===== src/rtl/ras_pkg.sv =====
package ras_pkg;
  typedef enum logic [2:0] {
    OP_IDLE    = 3'd0,
    OP_PUSH    = 3'd1,
    OP_POP     = 3'd2,
    OP_REPLACE = 3'd3,
    OP_RESTORE = 3'd4
  } stk_op_e;

  function automatic stk_op_e decode_op(input logic push, input logic pop,
                                        input logic restore);
    if (restore)          return OP_RESTORE;
    else if (push && pop) return OP_REPLACE;
    else if (push)        return OP_PUSH;
    else if (pop)         return OP_POP;
    else                  return OP_IDLE;
  endfunction
endpackage


===== src/rtl/ras_ptr.sv =====
module ras_ptr
  import ras_pkg::*;
#(
  parameter int DEPTH = 16,
  localparam int AW = $clog2(DEPTH),
  localparam int CW = $clog2(DEPTH + 1)
) (
  input  logic          clk,
  input  logic          rst_n,
  input  stk_op_e       op,
  input  logic [AW-1:0] restore_idx,
  output logic [AW-1:0] tos,
  output logic          empty,
  output logic          wr_en,
  output logic [AW-1:0] wr_idx
);
  localparam logic [CW-1:0] FULL = CW'(DEPTH);

  logic [CW-1:0] occ, occ_n;
  logic [AW-1:0] tos_n;
  logic [CW-1:0] occ_inc;

  // occupancy plus one, held at the depth
  assign occ_inc = (occ == FULL) ? FULL : occ + 1'b1;

  always_comb begin
    tos_n  = tos;
    occ_n  = occ;
    wr_en  = 1'b0;
    wr_idx = tos;
    unique case (op)
      OP_PUSH: begin
        tos_n  = tos + 1'b1;
        wr_en  = 1'b1;
        wr_idx = tos + 1'b1;
        occ_n  = occ_inc;
      end
      OP_POP: begin
        if (occ != '0) begin
          tos_n = tos - 1'b1;
          occ_n = occ - 1'b1;
        end
      end
      OP_REPLACE: begin
        wr_en = 1'b1;
        if (occ == '0) occ_n = CW'(1);
      end
      OP_RESTORE: begin
        tos_n  = restore_idx;
        wr_en  = 1'b1;
        wr_idx = restore_idx;
        occ_n  = occ_inc;
      end
      default: ;
    endcase
  end

  always_ff @(posedge clk or negedge rst_n) begin
    if (!rst_n) begin
      tos <= '1;
      occ <= '0;
    end else begin
      tos <= tos_n;
      occ <= occ_n;
    end
  end

  assign empty = (occ == '0);
endmodule


===== src/rtl/ras_mem.sv =====
module ras_mem #(
  parameter int DEPTH = 16,
  parameter int DW    = 32,
  localparam int AW = $clog2(DEPTH)
) (
  input  logic          clk,
  input  logic          rst_n,
  input  logic          wr_en,
  input  logic [AW-1:0] wr_idx,
  input  logic [DW-1:0] wr_data,
  input  logic [AW-1:0] rd_idx,
  output logic [DW-1:0] rd_data
);
  logic [DW-1:0] slot [DEPTH];

  always_ff @(posedge clk or negedge rst_n) begin
    if (!rst_n) begin
      for (int i = 0; i < DEPTH; i++) slot[i] <= '0;
    end else if (wr_en) begin
      slot[wr_idx] <= wr_data;
    end
  end

  assign rd_data = slot[rd_idx];
endmodule


===== src/rtl/ras_repair.sv =====
module ras_repair
  import ras_pkg::*;
#(
  parameter int DEPTH = 16,
  parameter int DW    = 32,
  localparam int AW = $clog2(DEPTH)
) (
  input  logic          clk,
  input  logic          rst_n,
  input  logic          push_i,
  input  logic [DW-1:0] push_addr_i,
  input  logic          pop_i,
  input  logic          restore_i,
  input  logic [AW-1:0] restore_idx_i,
  input  logic [DW-1:0] restore_data_i,
  output logic [DW-1:0] top_data_o,
  output logic [AW-1:0] top_idx_o,
  output logic          empty_o
);
  stk_op_e       op;
  logic          wr_en;
  logic [AW-1:0] wr_idx;
  logic [DW-1:0] wr_data;

  assign op      = decode_op(push_i, pop_i, restore_i);
  assign wr_data = (op == OP_RESTORE) ? restore_data_i : push_addr_i;

  ras_ptr #(.DEPTH(DEPTH)) u_ptr (
    .clk         (clk),
    .rst_n       (rst_n),
    .op          (op),
    .restore_idx (restore_idx_i),
    .tos         (top_idx_o),
    .empty       (empty_o),
    .wr_en       (wr_en),
    .wr_idx      (wr_idx)
  );

  ras_mem #(.DEPTH(DEPTH), .DW(DW)) u_mem (
    .clk     (clk),
    .rst_n   (rst_n),
    .wr_en   (wr_en),
    .wr_idx  (wr_idx),
    .wr_data (wr_data),
    .rd_idx  (top_idx_o),
    .rd_data (top_data_o)
  );
endmodule


===== config.mk =====
export PLATFORM = sky130hd
export DESIGN_NAME = ras_repair
export DESIGN_NICKNAME = d
export VERILOG_FILES = /design/src/rtl/ras_pkg.sv /design/src/rtl/ras_ptr.sv /design/src/rtl/ras_mem.sv /design/src/rtl/ras_repair.sv
export SDC_FILE = /design/constraint.sdc
export NUM_CORES = 1
export LEC_CHECK = 0
export BUFFER_PORTS_ARGS = -buffer_cell sky130_fd_sc_hd__buf_4
export CAP_MARGIN = 0
export CELL_PAD_IN_SITES_DETAIL_PLACEMENT = 1
export CELL_PAD_IN_SITES_GLOBAL_PLACEMENT = 1
export CORE_MARGIN = 2
export CORE_UTILIZATION = 43
export CTS_BUF_LIST = sky130_fd_sc_hd__clkbuf_4 sky130_fd_sc_hd__clkbuf_8 sky130_fd_sc_hd__clkbuf_16
export CTS_CLUSTER_SIZE = 16
export DETAILED_ROUTE_END_ITERATION = 16
export MAX_ROUTING_LAYER = met4
export PLACE_DENSITY = 0.75
export SLEW_MARGIN = 20
export SYNTH_ARGS = -nofsm -noshare
export SYNTH_HDL_FRONTEND = slang
export SYNTH_SLANG_ARGS = --single-unit

===== constraint.sdc =====
create_clock -name clk -period 5.7 [get_ports clk]
set_input_delay 0.855 -clock clk [delete_from_list [all_inputs] [get_ports clk]]
set_output_delay 0.855 -clock clk [all_outputs]
set_load 0.02 [all_outputs]

* Word level (Yosys, flattened, before mapping)
Index checks and enable logic that the tools add are counted.
Widths: inputs -> output; s select.
** Word-level totals
- Bits in registers :: 521
- Word-level logic and storage cells :: 63
** Cells by class
- Add/sub/neg operators :: 4
- $lt $le $gt $ge :: 3
- Equality and inequality tests :: 7
- Mux-type cells :: 19
- Bitwise gates (word level) :: 2
- Reduce and logical (&&, ||, !) cells :: 10
** Operator list (number)
- $bwmux 512 :: 1
- $bmux 32 s4 :: 1
- $demux 32 s4 :: 1
- $mux 32 :: 4
- $mux 5 :: 3
- $pmux 5 s3 :: 1
- $pmux 4 s3 :: 1
- $ge 5x5->1 const B :: 2
- $not 4->5 :: 2
- $pmux 4 s2 :: 1
- $eq 3x2->1 const B :: 2
- $mux 2 :: 3
- $reduce_bool 3->1 :: 2
- $add 5x1->5 const B :: 1
- $eq 5x5->1 const B :: 1
- $logic_not 5->1 :: 1
- $lt 5x1->1 const B :: 1
- $reduce_bool 5->1 :: 1
- $sub 5x1->5 const B :: 1
- $add 4x1->4 const B :: 1
- $mux 4 :: 1
- $sub 4x1->4 const B :: 1
- $eq 3x1->1 const B :: 1
- $eq 3x3->1 const B :: 1
- other kinds (9) :: 10

* Longest topological paths before layout
- Word-level depth :: 12
- Mapped depth :: 12

* Hierarchy
Synthesis repeated with hierarchy kept, for this count alone.
** Unflattened totals
- Cells, all modules :: 1570
- Area, all modules :: 24327.1 um2
** By module, submodules not included
- ras_mem :: times used 1, cells an instance 1404, area an instance 22774.3 um2, seq. area each 12812.3 um2
- ras_ptr :: times used 1, cells an instance 128, area an instance 1008.5 um2, seq. area each 230.2 um2
- ras_repair :: times used 1, cells an instance 38, area an instance 544.3 um2, seq. area each 0.0 um2

* Worst setup path after synthesis
Ideal clock, no wire load.
- Path type :: reg-to-reg
- From :: register u_ptr.tos[0]
- To :: register u_mem.slot[481] in the netlist's numbering
- Arrival :: 3.933 ns
- Path slack :: 1.642 ns
- Cell stages (with the launch flop) :: 12
- Path buffers :: 5
- Period minus slack after synthesis :: 4.058 ns
- Cells stage by stage :: dfstp_2 > clkbuf_1 > clkbuf_1 > buf_1 > inv_1 > ha_1 > or4b_2 > o311a_1 > or4_1 > buf_2 > buf_6 > mux2_4
** On the way
- Cells in the longest elaborated chain, start to end :: 8
- Elaborated cells between the ends (all ways) :: 9
** Ends and longest elaborated chain
- start: declaration :: RTL line ras_ptr.sv:12 : output logic [AW-1:0] tos,
- start signal: assignment :: RTL line ras_ptr.sv:63 : tos <= tos_n;
- $add 4x1->4 :: RTL line ras_ptr.sv:35 : wr_idx = tos + 1'b1;
- $pmux 4 s2 * :: RTL line ras_ptr.sv:31 : unique case (op)
- $not 4->5 (not written as such) * :: RTL line ras_mem.sv:20 : slot[wr_idx] <= wr_data;
- $ge 5x5->1 (not written as such) / $lt 5x1->1 (equally long branches) :: RTL line ras_mem.sv:20
- $logic_and 1x1->1 (not written as such) :: RTL line ras_mem.sv:20
- $mux 32 (not written as such) :: RTL line ras_mem.sv:20
- $demux 32 s4 * :: RTL line ras_mem.sv:20
- $bwmux 512 * :: RTL line ras_mem.sv:20
- end signal: indexed assignment :: RTL line ras_mem.sv:20
- end: declaration :: RTL line ras_mem.sv:14 : logic [DW-1:0] slot [DEPTH];
Every way passes the cells marked *; elsewhere a longest branch is shown, timed or not.
A chain may end at the register's enable or synchronous reset.

* Worst setup path in the final report
- From :: register u_ptr.tos[0]
- To :: output top_data_o[0]
** On the way
- Cells in the longest elaborated chain, start to end :: 4
** Ends and longest elaborated chain
- $not 4->5 (not written as such) :: RTL line ras_mem.sv:24 : assign rd_data = slot[rd_idx];
- $bmux 32 s4 :: RTL line ras_mem.sv:24
- $mux 32 (not written as such) (2 in a row) :: RTL line ras_mem.sv:24
- end: declaration :: RTL line ras_repair.sv:16 : output logic [DW-1:0] top_data_o,
Every way passes these cells. The select of a mux whose other input is x is not followed.

==> results.toml <==
[outcome]
run_status = "complete, no violations"

[final_layout]
ff_latch_area_mm2 = 0.0131
layout-drive-gt1-share = 0.608
antenna_cells = 0
layout_commonest_cell = "dfrtp_1"
area_delta_synth_final_pct = 14.7
layout_common_cells = "517 x dfrtp_1, 507 x mux2_2, 160 x mux4_2, 134 x buf_4, 55 x clkbuf_16"
fillers = 5211
final_nets = 1617
multi_input_area_mm2 = 0.0107

[placed_design]
gp_congestion = 0.764
numPortBuffers = 109
dpl.hpwl_um = 33300

[clocking]
path_clk_slew_ns = 0.06
cts_buffer_depth = 3
hold_buffers = 0
cts.sinks = 521
cts_tree = "built"
clock_latency_ns = 0.61
cts_setup_buffers = 0
cts_resized = 0
htreeDepth = 2
root_buffer = "clkbuf_16"
cts_made_buffers = 54

[grt]
grt_util_all_layers = 0.216
grt_pass1_wl_um = 94000
grt_max_degree = 167
antenna_found_initial = 0
grt_pass1_vias = 15300
overflow = 0

[run]
max-cap-violations = 0

[power]
p_per_area_mw_per_mm2 = 562
max-vdd-ir-drop_mv = 0.248
leakage_nw = 11.8

[floorplan]
initial_core_util = 0.433
ioPinCount = 110
die_h_um = 242
die_w_um = 242
rows = 87
fp.dieArea_mm2 = 0.0583
core_area_mm2 = 0.0561

[worst_setup_path]
worstPathMaxFanout = 42
start_kind = "flip-flop"
reg2reg_depth = 8
end_kind = "output port"
worst-setup-path-type = "flip-flop to output port"
r2r-start = "u_ptr.tos[0]$_DFFE_PN1P_"
required_ns = 4.85
slowest_delay_ns = 0.99
reg2reg_slack_ns = 1.47
slowest_stage = "dfstp_4"
crit_buf_inv = 2
worstPathCellList = "buf_4 -> mux4_2 -> mux4_2 -> buf_4"
crit_arrival_ns = 3.71
worst_r2r_endpoint = "u_mem.slot[195]$_DFFE_PN0P_"
critical-path-top-delay-family = "multiplexers"

[sta]
finalCriticalPeriod_ns = 4.56
fmax_mhz = 219
tightest_slew_ns = 0.956
finalHoldViolCount = 0
report.final.slew_viol_count = 0
final.period_utilization = 0.800
finalSetupTns_ns = 0
whs_ns = 0.231
skew_ns = 0.0239
rsz0062_at_grt = "no"
setup_viol = 0
slew_headroom = 0.361

[synthesis]
syn_nets = 1551
yosysTopAreaCellShare = 0.533
avgSynthCellArea_um2 = 16.5
ys.flop_type = "dfrtp_1"
ys_ff_latch = 521
synthTopCellsByArea = "dfrtp_1 53%, mux2_2 24%, mux4_2 15%, mux2_4 1.9%, clkbuf_1 1.0%"
synth_cell_types = 51
syn_inst = 1473
synth_edf_count = 0
ys_warn_count = 0
synth_top_cell_by_area = "dfrtp_1"
yosysSeqAreaShare = 0.538
synthArstFlopShare = 1.00
netlist_area_mm2 = 0.0243

[detailed_routing]
drt_iter0_markers = 817
wirelength_um = 59900
drt-wirelength-per-cell_um = 25.6
ant_nets = 0
viasPerCell = 5.76
firstDrtPassIters = 5
vias = 13500
drc_errors = 0

[min_path]
holdCritPathClass = "primary input to async pin"
[flip-flops by register name, indices dropped and copies added, names as in the netlist]
register    cells
u_ptr.tos       4
u_ptr.occ       5
u_mem.slot    512
[stage by stage]
step	utilization	worst slack (ns)	power, W	cells	cell area [µm²]
floorplan	-	1.64	0.0101	1473	24300
global placement	0.461	1.33	0.0114	2239	25800
detailed placement	0.461	1.35	0.0118	2239	25800
CTS	0.496	0.984	0.0158	2339	27800
global route	0.496	0.871	0.0165	2339	27800
finish	0.496	1.14	0.0156	2339	27800
[synth_stat cells, types with 2 or more instances]
cell / count
a211oi_1: 3
a21oi_1: 4
a22oi_1: 2
buf_1: 25
buf_2: 31
buf_4: 3
buf_6: 5
clkbuf_1: 66
dfrtp_1: 517
dfstp_2: 4
ha_1: 5
inv_1: 6
mux2_1: 7
mux2_2: 507
mux2_4: 31
mux4_2: 160
nand2_1: 7
nand2b_1: 5
nand3_1: 7
nand3b_1: 4
nor2_1: 9
nor2b_1: 6
nor3_1: 5
nor3_2: 3
nor3b_1: 3
nor4bb_1: 2
o211ai_1: 2
o21ai_0: 11
o22ai_1: 3
o31ai_1: 4
or4b_2: 2
xnor2_1: 5
[cell families (layout without fill, tap and decap cells)]
family | after synthesis | after routing | synth area share
xor gates and xnor gates | 6 | 6 | 0.00217
and+or+nand+nor | 63 | 63 | 0.0166
muxes | 706 | 706 | 0.407
DFF | 521 | 521 | 0.538
adders and majority gates | 5 | 5 | 0.00258
buffers and inverters | 137 | 247 | 0.0248
AOI/OAI and AO/OA | 35 | 35 | 0.00954
[per-layer routing]
| layer | track usage | up-vias | share of wire |
|---|---|---|---|
| met2 | 0.355 | 234 | 0.51 |
| li1 | - | 5679 | - |
| met4 | 0.0446 | 0 | 0.015 |
| met1 | 0.290 | 7490 | 0.44 |
| met5 | - | - | 0 |
| met3 | 0.0290 | 74 | 0.034 |
[where the power goes]
part	internal [W]	switching, W
combinational	0.00315	0.00200
clock	0.00240	0.00150
sequential	0.00555	0.00105
total	0.0111	0.00454
[how the worst max path moves through the flow]
stage / from / endpoint / slack (ns) / cells after the start
finish: u_ptr.tos[0]$_DFFE_PN1P_ / top_data_o[0] / 1.14 / 4
CTS: u_ptr.tos[0]$_DFFE_PN1P_ / top_data_o[0] / 0.98 / 4
global route: u_ptr.tos[0]$_DFFE_PN1P_ / top_data_o[2] / 0.87 / 4
global placement: u_ptr.tos[0]$_DFFE_PN1P_ / u_mem.slot[325]$_DFFE_PN0P_ / 1.33 / 7
floorplan: u_ptr.tos[0]$_DFFE_PN1P_ / u_mem.slot[481]$_DFFE_PN0P_ / 1.64 / 11
detailed placement: restore_i / u_mem.slot[408]$_DFFE_PN0P_ / 1.35 / 7
[final cells by class]
| cell class | count | share of cell area |
|---|---|---|
| clock buffers | 79 | 0.0589 |
| clock inverters | 21 | 0.0125 |
| inverters | 7 | 0.000944 |
| multi-input cells | 815 | 0.384 |
| flip-flops and latches | 521 | 0.469 |
| well taps | 756 | 0.0340 |
| repair buffers | 140 | 0.0403 |
Power figures use the tool's default switching activity.
